`src/rtl/owa_pkg.sv`:
```
package owa_pkg;
    localparam int ADDR_W  = 64;
    localparam int CRC_W   = 8;
    localparam int FAM_W   = 8;
    localparam int SER_W   = 48;
    localparam int BODY_W  = FAM_W + SER_W;
    localparam int CNT_W   = $clog2(ADDR_W + 1);
    localparam logic [CRC_W-1:0] POLY_REFL = 8'h8C;
    localparam logic [FAM_W-1:0] FAMILY_ID = 8'h30;

    typedef enum logic [1:0] {
        ST_IDLE = 2'd0,
        ST_RECV = 2'd1,
        ST_FULL = 2'd2
    } owa_state_e;
endpackage

```
`src/rtl/owa_seq_ctrl.sv`:
```
module owa_seq_ctrl #(
    parameter int ADDR_W = owa_pkg::ADDR_W,
    parameter int BODY_W = owa_pkg::BODY_W,
    parameter int CNT_W  = $clog2(ADDR_W + 1)
) (
    input  logic             clk,
    input  logic             rst,
    input  logic             clear_i,
    input  logic             bit_vld_i,
    output logic             accept_o,
    output logic             body_o,
    output logic             tail_o,
    output logic             last_o,
    output logic             busy_o,
    output logic [CNT_W-1:0] cnt_o,
    output logic             done_o
);
    import owa_pkg::*;

    localparam logic [CNT_W-1:0] LAST_IDX = CNT_W'(ADDR_W - 1);
    localparam logic [CNT_W-1:0] BODY_END = CNT_W'(BODY_W);
    localparam logic [CNT_W-1:0] FULL_CNT = CNT_W'(ADDR_W);

    typedef struct packed {
        owa_state_e       state;
        logic [CNT_W-1:0] cnt;
        logic             done;
    } ctrl_s;

    ctrl_s ctrl_d, ctrl_q;
    logic  accept;

    always_comb begin
        accept      = (ctrl_q.state == ST_RECV) && bit_vld_i && !clear_i;
        ctrl_d      = ctrl_q;
        ctrl_d.done = 1'b0;
        if (clear_i) begin
            ctrl_d.state = ST_RECV;
            ctrl_d.cnt   = '0;
        end else if (accept) begin
            ctrl_d.cnt = ctrl_q.cnt + 1'b1;
            if (ctrl_q.cnt == LAST_IDX) begin
                ctrl_d.state = ST_FULL;
                ctrl_d.done  = 1'b1;
            end
        end
    end

    always_ff @(posedge clk) begin
        if (rst) begin
            ctrl_q.state <= ST_IDLE;
            ctrl_q.cnt   <= '0;
            ctrl_q.done  <= 1'b0;
        end else begin
            ctrl_q <= ctrl_d;
        end
    end

    assign accept_o = accept;
    assign body_o   = accept && (ctrl_q.cnt < BODY_END);
    assign tail_o   = accept && (ctrl_q.cnt >= BODY_END);
    assign last_o   = accept && (ctrl_q.cnt == LAST_IDX);
    assign busy_o   = (ctrl_q.state == ST_RECV);
    assign cnt_o    = ctrl_q.cnt;
    assign done_o   = ctrl_q.done;


    done_pulse_chk: assert property (@(posedge clk) disable iff (rst)
        ctrl_q.done |=> !ctrl_q.done);


    cnt_bound_chk: assert property (@(posedge clk) disable iff (rst)
        (ctrl_q.cnt <= FULL_CNT));


    clear_restart_chk: assert property (@(posedge clk) disable iff (rst)
        clear_i |=> (ctrl_q.cnt == '0) && (ctrl_q.state == ST_RECV) && !ctrl_q.done);
endmodule

```
`config.mk`:
```
export PLATFORM = sky130hd
export DESIGN_NAME = owa_seq_ctrl
export DESIGN_NICKNAME = d
export VERILOG_FILES = /design/src/rtl/owa_pkg.sv /design/src/rtl/owa_seq_ctrl.sv
export SDC_FILE = /design/constraint.sdc
export NUM_CORES = 1
export LEC_CHECK = 0
export BUFFER_PORTS_ARGS = -buffer_cell sky130_fd_sc_hd__buf_2
export CAP_MARGIN = 20
export CELL_PAD_IN_SITES_DETAIL_PLACEMENT = 1
export CELL_PAD_IN_SITES_GLOBAL_PLACEMENT = 1
export CORE_MARGIN = 4
export CORE_UTILIZATION = 33
export CTS_CLUSTER_DIAMETER = 120
export DETAILED_ROUTE_END_ITERATION = 8
export PLACE_DENSITY = 0.77
export SLEW_MARGIN = 20
export SYNTH_ARGS = -nofsm -noshare
export SYNTH_HDL_FRONTEND = slang
export SYNTH_SLANG_ARGS = --single-unit
```
`constraint.sdc`:
```
create_clock -name clk -period 1.36 [get_ports clk]
set_input_delay 0.272 -clock clk [delete_from_list [all_inputs] [get_ports clk]]
set_output_delay 0.272 -clock clk [all_outputs]
set_load 0.02 [all_outputs]
```
# Yosys cells after proc, flatten, opt, wreduce, memory -nomap -nowiden
# Index checks and enable logic that the tools add are counted.
# Widths: inputs -> output; s select.
[word_totals]
register_bits = 10
latchBits = 0
ram_bits = 0
mem_bits_ro = 0
out_inout_bits = 13
memories = 0
[op_classes]
addsub = 1
mul = 0
div = 0
magnitude_cmp = 2
n_eq_ne = 2
n_shift = 0
mux = 4
bitwise_logic = 1
reduce_logical = 12
[op_table]
columns = ["cell", "count"]
rows = [
  ["$mux 9", 1],
  ["$mux 8", 1],
  ["$add 7x1->7 const B", 1],
  ["$eq 7x6->1 const B", 1],
  ["$ge 7x6->1 const B", 1],
  ["$lt 7x6->1 const B", 1],
  ["$logic_and 1x1->1", 5],
  ["$reduce_and 2->1", 2],
  ["$reduce_bool 2->1", 2],
  ["$reduce_or 3->1", 1],
  ["$eq 2x1->1 const B", 1],
  ["$mux 1", 2],
  ["$reduce_or 2->1", 1],
  ["$logic_not 1->1", 1],
  ["$not 1->1", 1],
]

# Longest topological paths before layout
# Gate-level depths: netlist (run 1).
[logic_depth]
depth_word = 5
ltp_mapped = 5
depth_no_buf = 4

# Worst setup path after synthesis (run 1)
# No wires, ideal clock.
[synth_path]
path_type = "reg-to-output"
from = "reg ctrl_q, in the netlist cnt_o[0]"
to = "out last_o"
arrival_ns = 1.406
path_slack_ns = -0.318
path_stages_with_launch = 4
path_cell_list = "dfxtp_1 ha_1 nand3_1 nor4_1"
[synth_between]
elab_chain_len = 2
[synth_rtl]
columns = ["item", "line_no", "rtl"]
rows = [
  ["from (decl)", "owa_seq_ctrl.sv:30", "ctrl_s ctrl_d, ctrl_q;"],
  ["from (signal assigned)", "owa_seq_ctrl.sv:55", "ctrl_q <= ctrl_d;"],
  ["$eq 7x6->1", "owa_seq_ctrl.sv:62", "assign last_o = accept && (ctrl_q.cnt == LAST_IDX);"],
  ["$logic_and 1x1->1", "owa_seq_ctrl.sv:62", ""],
  ["to (decl)", "owa_seq_ctrl.sv:13", "output logic last_o,"],
]
# Every way passes these cells.

# Worst setup path after layout (run 1)
[layout_path]
from = "reg ctrl_q[9] (netlist name)"
to = "out last_o"
[layout_between]
elab_chain_len = 4
[layout_rtl]
columns = ["item", "line_no", "rtl"]
rows = [
  ["$eq 2x1->1", "owa_seq_ctrl.sv:34", "accept = (ctrl_q.state == ST_RECV) && bit_vld_i && !clear_i;"],
  ["$logic_and 1x1->1 (2 in a row)", "owa_seq_ctrl.sv:34", ""],
  ["$logic_and 1x1->1", "owa_seq_ctrl.sv:62", ""],
]
# Every way passes these cells.

==> results.json, run 1 <==
{
  "wirelength_mm": 1.77,
  "htreeDepth": 1,
  "dpl.hpwl_mm": 1.10,
  "synth_top_cells_by_area": "dfxtp_1 (38%), buf_4 (10%), a21oi_1 (5.7%)",
  "remaining_drc_errors": 0,
  "max-clock-path-buffers": 2,
  "clkSinkCount": 10,
  "worst_hold_slack_ns": 0.224,
  "top_layer": "met4",
  "final_common_cell": "buf_4",
  "tightest_slew_ns": 0.325,
  "p_per_area_nw_per_um2": 797,
  "worst_path_largest_cell_delay_ns": 0.32,
  "routed-wl-met2_mm": 1.04,
  "grt_max_degree": 7,
  "num_rows": 14,
  "crit_chain": "nand4bb_4 > nor4_4 > buf_4",
  "area_delta_synth_final_pct": 53.7,
  "nNetsFinal": 94,
  "netlist_area_um2": 524,
  "core_um2": 1510,
  "finalMaxSlewViolations": 0,
  "setup_viol": 9,
  "fp.dieH_um": 47.9,
  "leakage_uw": 0.000323,
  "setup_slack_ns": -0.244,
  "drt_first_pass_iters": 4,
  "avgSynthCellArea_um2": 8.46,
  "drive_above_1_share": 0.586,
  "drtIter0Drc": 8,
  "syn_nets": 68,
  "fmax_mhz": 623,
  "hold_viol_final": 0,
  "grt_overflow": 0,
  "syn_inst": 62,
  "wl_per_cell_um": 17.1,
  "clock_latency_ns": 0.28,
  "via_count": 529,
  "crit_slowest_cell": "dfxtp_2",
  "irDropWorstVdd_mv": 0.432,
  "dr_wl_met3_um": 68,
  "drt-met1-wl_um": 622,
  "ctsHoldBuffers": 0,
  "crit_arrival_ns": 1.33,
  "preCtsSetupSlack_ns": -0.0985,
  "ys_seq_area_frac": 0.382,
  "hold_class": "in2reg",
  "synth_top_area_share": 0.382,
  "via_per_inst": 5.14,
  "maxSlewHeadroom": 0.782,
  "fin_skew_ns": 0.00489,
  "grt_pass1_vias": 585,
  "clk_pin_slew_ns": 0.07,
  "crit_type": "reg2out",
  "status": "finished with violations",
  "worstPathRequired_ns": 1.09,
  "yosysWarnings": 0,
  "maxCapViolations": 0,
  "violations": "setup timing",
  "finalCritPeriodShare": 1.18,
  "ant_nets": 0,
  "start_util": 0.348,
  "ys_ff_latch": 10,
  "die_area_um2": 2290,
  "final_cell_mix": "buf_4 (14), buf_2 (12), nand2_1 (6)",
  "io_buffers": 16,
  "track_usage": 0.178,
  "n_antenna_cell": 0,
  "cp_max_fo": 4,
  "cts_buffers": 3,
  "rsz0062_at_grt": "yes",
  "die_width_um": 47.9,
  "grt_pass1_wl_mm": 2.73,
  "layout_min_cycle_time_ns": 1.60,
  "yosysTopAreaCell": "dfxtp_1",
  "cts_tree": "yes",
  "cts_root_buf": "clkbuf_4",
  "grt_antenna_before_repair": 0,
  "place_congestion": 0.722,
  "yosysUniqueCellTypes": 23,
  "end_kind": "primary output",
  "ios": 17,
  "startpoint_type": "register"
}
==> synth_stat cells <==
cell type	number
and2_1	1
buf_1	1
nor2b_1	2
o21ai_0	3
ha_1	2
nand4bb_4	1
dfxtp_1	10
nor2_1	3
or2_2	1
nor4_1	2
a21oi_1	6
buf_2	1
or3_1	3
o21a_1	2
inv_1	4
o31a_1	1
nand2_1	6
or4_1	1
nor3_1	1
a31oi_1	1
nand3_1	2
o31ai_1	1
buf_4	7
==> layer usage <==
layer	vias to the layer above	GRT usage
met5	-	0
met4	0	0.0806
met3	4	0.0338
met2	17	0.356
met1	253	0.169
li1	255	-
==> cells by family (layout without fill, tap and decap cells) <==
group,count (synthesis),in the layout,synth area share
flip-flops,10,10,0.382
AND/OR/NAND/NOR,23,23,0.267
buffers and inverters,13,38,0.146
AO/OA/AOI/OAI,14,14,0.158
adder cells (fa/ha/maj),2,2,0.0477
==> report_power, final <==
group	switching (uW)	internal [uW]	total (uW)
registers	3.32	296	299
clock network	120	163	283
logic	31.3	28.2	59.5
total	155	487	642
==> per-stage QoR <==
stage	utilization	instance area, um2	cells	total power [uW]	setup TNS (ns)
CTS	0.527	793	106	642	-0.854
global route	0.535	806	103	678	-1.73
floorplan	-	532	62	330	-0.163
finish	0.535	806	103	642	-1.12
detailed placement	0.429	646	95	351	-0.379
global placement	0.429	646	95	349	-0.0604
==> worst paths after layout <==
check                               start       end  slack, ns  cells after the start
worst max register to register  ctrl_q[9]  cnt_o[5]      -0.20                      5
worst min register to register   cnt_o[4]  cnt_o[4]       0.51                      2
worst min-delay path                  rst    done_o       0.22                      2
worst max-delay path            ctrl_q[9]    last_o      -0.24                      3
==> registers in the layout, summed over array words and instances (netlist names) <==
register  cells
done_o        1
cnt_o         7
ctrl_q        2
==> timing repair <==
item	in CTS	in global routing
setup buffers	7	2
pin swaps	2	2
resized for setup	15	10
endpoints found under the setup margin	7	11
==> area by class of cell <==
| cell class | instances | area, um2 |
|---|---|---|
| sequential | 10 | 206 |
| fill | 179 | 701 |
| timing repair buffer | 30 | 210 |
| clock buffer | 4 | 36.3 |
| tap | 16 | 20.0 |
| inverter | 4 | 17.5 |
| multi-input combinational | 39 | 315 |
==> worst max-delay path, delay by kind of cell (launching register included) <==
kind / cells / cell delay [ns]
DFF: 1 / 0.32
and+or+nand+nor: 2 / 0.54
buffers and inverters: 1 / 0.19
Power figures use the tool's default switching activity.
==> inputs of run 2 (changes only) <==
--- a/config.mk
+++ b/config.mk
@@ -13,8 +13,7 @@
 export CORE_UTILIZATION = 33
 export CTS_CLUSTER_DIAMETER = 120
 export DETAILED_ROUTE_END_ITERATION = 8
-export PLACE_DENSITY = 0.77
-export SLEW_MARGIN = 20
+export PLACE_DENSITY_LB_ADDON = 0.1
 export SYNTH_ARGS = -nofsm -noshare
 export SYNTH_HDL_FRONTEND = slang
 export SYNTH_SLANG_ARGS = --single-unit
==> results.json, run 2 (synthesis results as in run 1) <==
{
  "status": "finished with violations",
  "violations": "setup timing",
  "cts_root_buf": "clkbuf_4",
  "tightest_slew_ns": 0.282,
  "setup_slack_ns": -0.209,
  "p_comb_frac": 0.095,
  "via_count": 519,
  "io_buffers": 16,
  "htreeDepth": 1,
  "drtIter0Drc": 2,
  "top_usage_layer": "met2",
  "p_sw_uw": 152,
  "cts_tree": "yes",
  "gr-usage-met2": 0.224,
  "crit_chain": "nand4bb_4 > nor4_4 > buf_4",
  "fin_tns_setup_ns": -1.02,
  "rsz0062_at_grt": "yes",
  "leakage_uw": 0.000329,
  "fin_cells": 104,
  "final_cell_mix": "buf_4 (13), buf_2 (12), nand2_1 (6), dfxtp_1 (6), buf_6 (6)",
  "place_congestion": 0.718,
  "wl_per_cell_um": 13.2,
  "crit_type": "reg2out",
  "fmax_mhz": 637,
  "grtUsageMet1": 0.154,
  "ant_nets": 0,
  "hold_viol_final": 0,
  "irDropWorstVdd_mv": 0.446,
  "core_um2": 1510,
  "finalCritPeriodShare": 1.15,
  "area_delta_synth_final_pct": 53.2,
  "finalMaxSlewViolations": 0,
  "startpoint_type": "register",
  "grt_pass1_wl_mm": 2.17,
  "clkSinkCount": 10,
  "intPower_uw": 490,
  "ios": 17,
  "cts_buffers": 3,
  "start_util": 0.348,
  "final_common_cell": "buf_4",
  "clock_latency_ns": 0.28,
  "worstPathRequired_ns": 1.09,
  "crit_arrival_ns": 1.30,
  "maxSlewHeadroom": 0.812,
  "via_per_inst": 4.99,
  "dpl.hpwl_mm": 1.01,
  "switching_share": 0.237,
  "wirelength_mm": 1.37,
  "p_seq_frac": 0.465,
  "grt_max_degree": 7,
  "n_antenna_cell": 0,
  "drt_first_pass_iters": 2,
  "power_frac_clock": 0.440,
  "grt_overflow": 0,
  "p_per_area_nw_per_um2": 800,
  "end_kind": "primary output",
  "fin_skew_ns": 0.00102,
  "cp_max_fo": 4,
  "largest_reg_flops": 7,
  "setup_viol": 7,
  "layout_min_cycle_time_ns": 1.57,
  "crit_slowest_cell": "dfxtp_2",
  "maxCapViolations": 0,
  "clk_pin_slew_ns": 0.07,
  "remaining_drc_errors": 0,
  "drive_above_1_share": 0.580,
  "fp.dieH_um": 47.9,
  "die_area_um2": 2290,
  "hold_class": "in2reg",
  "dp_cells": 96,
  "grt_antenna_before_repair": 0,
  "num_rows": 14,
  "met3_usage": 0.0526,
  "grt_pass1_vias": 501,
  "nNetsFinal": 95,
  "max-clock-path-buffers": 2,
  "track_usage": 0.141,
  "die_width_um": 47.9,
  "worst_path_largest_cell_delay_ns": 0.32
}
==> run 2: what timing repair did <==
action,in CTS,in global routing
gates resized for setup,12,13
hold buffers,0,0
pin swaps,3,2
endpoints found under the setup margin,5,11
setup buffers,3,1
==> run 2: metal layers <==
metal	wire [um]	part of all wire	vias to the layer above
met3	79	0.058	5
met5	0	0	-
met2	641	0.47	12
met4	52	0.038	0
met1	598	0.44	244
li1	-	-	258
==> run 2: path summary, 6_finish.rpt <==
kind / start / endpoint / slack [ns] / depth (start not counted)
worst max-delay path: ctrl_q[9] / last_o / -0.21 / 3
worst min-delay path: rst / ctrl_q[8] / 0.20 / 2
worst max register to register: ctrl_q[9] / cnt_o[5] / -0.15 / 5
worst min register to register: ctrl_q[8] / ctrl_q[8] / 0.52 / 2
==> run 2: per-stage QoR <==
stage / hold slack (ns) / util / total power [uW] / area [um2] / setup slack (ns)
2_1_floorplan: 0.344 / - / 330 / 532 / -0.0923
3_3_place_gp: 0.489 / 0.434 / 352 / 653 / -0.0267
3_5_place_dp: 0.489 / 0.434 / 352 / 653 / -0.0335
4_1_cts: 0.198 / 0.498 / 638 / 751 / -0.217
5_1_grt: 0.206 / 0.533 / 672 / 803 / -0.275
6_report: 0.197 / 0.533 / 642 / 803 / -0.209
==> run 2: area by class of cell <==
type	instances	area (um2)
repair buffers	31	225
flip-flops and latches	10	205
clock buffers	4	36.3
multi-input cells	39	299
inverters	4	17.5
well taps	16	20.0
fillers	179	703
==> run 2: power groups by stage <==
stage / Sequential [uW] / Combinational, uW / Clock, uW
2_1_floorplan: 305 / 25.0 / 0
3_3_place_gp: 305 / 46.9 / 0
3_5_place_dp: 305 / 47.3 / 0
4_1_cts: 299 / 55.2 / 284
5_1_grt: 299 / 66.3 / 307
6_report: 298 / 61.2 / 283
==> run 2: critical path: cells and delay by family, from the launching register on <==
kind	cells	cell delay (ns)
simple gates	2	0.51
buf+inv	1	0.19
flops	1	0.32
==> inputs of run 3 (changes only) <==
==> constraint.sdc (replaced) <==
create_clock -name clk -period 1.6 [get_ports clk]
set_input_delay 0.32 -clock clk [delete_from_list [all_inputs] [get_ports clk]]
set_output_delay 0.32 -clock clk [all_outputs]
set_load 0.02 [all_outputs]
==> results.json, run 3 (synthesis results as in run 1) <==
{
  "status": "finished with violations",
  "violations": "setup timing",
  "place_area_um2": 592,
  "wl_per_cell_um": 13.6,
  "p_per_area_nw_per_um2": 689,
  "die_area_um2": 2290,
  "nNetsFinal": 87,
  "cts_tree": "yes",
  "grtUsageMet1": 0.144,
  "clk_pin_slew_ns": 0.06,
  "io_buffers": 16,
  "postLayoutCellArea_um2": 667,
  "startpoint_type": "register",
  "worst_path_largest_cell_delay_ns": 0.32,
  "met3_usage": 0.0602,
  "via_count": 487,
  "grt_pass1_vias": 467,
  "clkSinkCount": 10,
  "hold_class": "in2reg",
  "die_width_um": 47.9,
  "track_usage": 0.133,
  "num_rows": 14,
  "final_common_cell": "buf_2",
  "p_total_uw": 460,
  "maxSlewHeadroom": 0.838,
  "dpl.hpwl_um": 916,
  "maxCapViolations": 0,
  "worstPathRequired_ns": 1.28,
  "tightest_slew_ns": 0.240,
  "top_usage_layer": "met2",
  "crit_type": "reg2out",
  "setup_viol": 1,
  "cp_max_fo": 5,
  "start_util": 0.348,
  "grt_overflow": 0,
  "n_antenna_cell": 0,
  "core_um2": 1510,
  "layout_min_cycle_time_ns": 1.62,
  "grt_antenna_before_repair": 0,
  "finalMaxSlewViolations": 0,
  "drt_first_pass_iters": 4,
  "fin_skew_ns": 0.00263,
  "fin_cells": 95,
  "irDropWorstVdd_mv": 0.383,
  "place_congestion": 0.750,
  "preCtsSetupSlack_ns": 0.0506,
  "ios": 17,
  "grt_pass1_wl_mm": 2.04,
  "crit_slowest_cell": "dfxtp_2",
  "clock_latency_ns": 0.26,
  "ant_nets": 0,
  "rsz0062_at_grt": "yes",
  "leakage_uw": 0.000277,
  "ctsHoldBuffers": 0,
  "fmax_mhz": 616,
  "hold_viol_final": 0,
  "worst_hold_slack_ns": 0.267,
  "crit_arrival_ns": 1.30,
  "final_cell_mix": "buf_2 (14), buf_4 (9), dfxtp_1 (7)",
  "via_per_inst": 5.13,
  "drive_above_1_share": 0.418,
  "fp.dieH_um": 47.9,
  "cts_root_buf": "clkbuf_4",
  "crit_chain": "nand4bb_4 > nor4_4 > buf_4",
  "dp_cells": 88,
  "max-clock-path-buffers": 2,
  "grt_max_degree": 8,
  "gr-usage-met2": 0.206,
  "htreeDepth": 1,
  "end_kind": "primary output",
  "setup_slack_ns": -0.0238,
  "finalCritPeriodShare": 1.01,
  "cts_buffers": 3,
  "drtIter0Drc": 3,
  "remaining_drc_errors": 0,
  "largest_reg_flops": 7,
  "area_delta_synth_final_pct": 27.2,
  "wirelength_mm": 1.29
}
## run 3: changes by cell type in the layout (fill, tap and decap cells not counted), sizes merged
cell,previous run,this run
buf,31,23
clkbuf,4,3
## run 3: final timing paths
path	cells after the start	startpoint	slack, ns	end
worst max-delay path	3	ctrl_q[9]	-0.02	last_o
worst min-delay path	2	rst	0.27	ctrl_q[8]
worst max register to register	4	ctrl_q[9]	0.15	cnt_o[5]
worst min register to register	2	cnt_o[1]	0.49	cnt_o[1]
## run 3: layout make-up
cell class,count,area [um2]
Sequential cell,10,204
Timing Repair Buffer,23,138
Clock buffer,3,22.5
Multi-Input combinational cell,39,268
Tap cell,16,20.0
Inverter,4,15.0
Fill cell,188,840
## run 3: per-layer routing
layer / up-vias / part of all wire
met4: 0 / 0.0078
met2: 11 / 0.48
li1: 244 / -
met1: 230 / 0.44
met5: - / 0
met3: 2 / 0.072
## run 3: power by group
part	switching, uW	internal, uW	leakage (uW)
Combinational	21.0	15.7	0.000182
Clock	82.2	86.8	0.0000138
Sequential	2.57	251	0.0000821
## run 3: repair_timing
item | in CTS | in global routing
gates resized for setup | 7 | 0
pin swaps | 2 | 0
buffers inserted | 4 | 0
endpoints found under the setup margin | 3 | 3
## run 3: critical path: cells and delay by family (launching register included)
kind	cells	cell delay (ns)
buf+inv	1	0.18
flops	1	0.32
simple gates	2	0.54
## run 3: stage by stage
stage,utilization,setup TNS (ns)
finish,0.443,-0.0238
global route,0.443,-0.219
CTS,0.443,-0.0303
detailed placement,0.393,0
global placement,0.393,0
floorplan,-,0
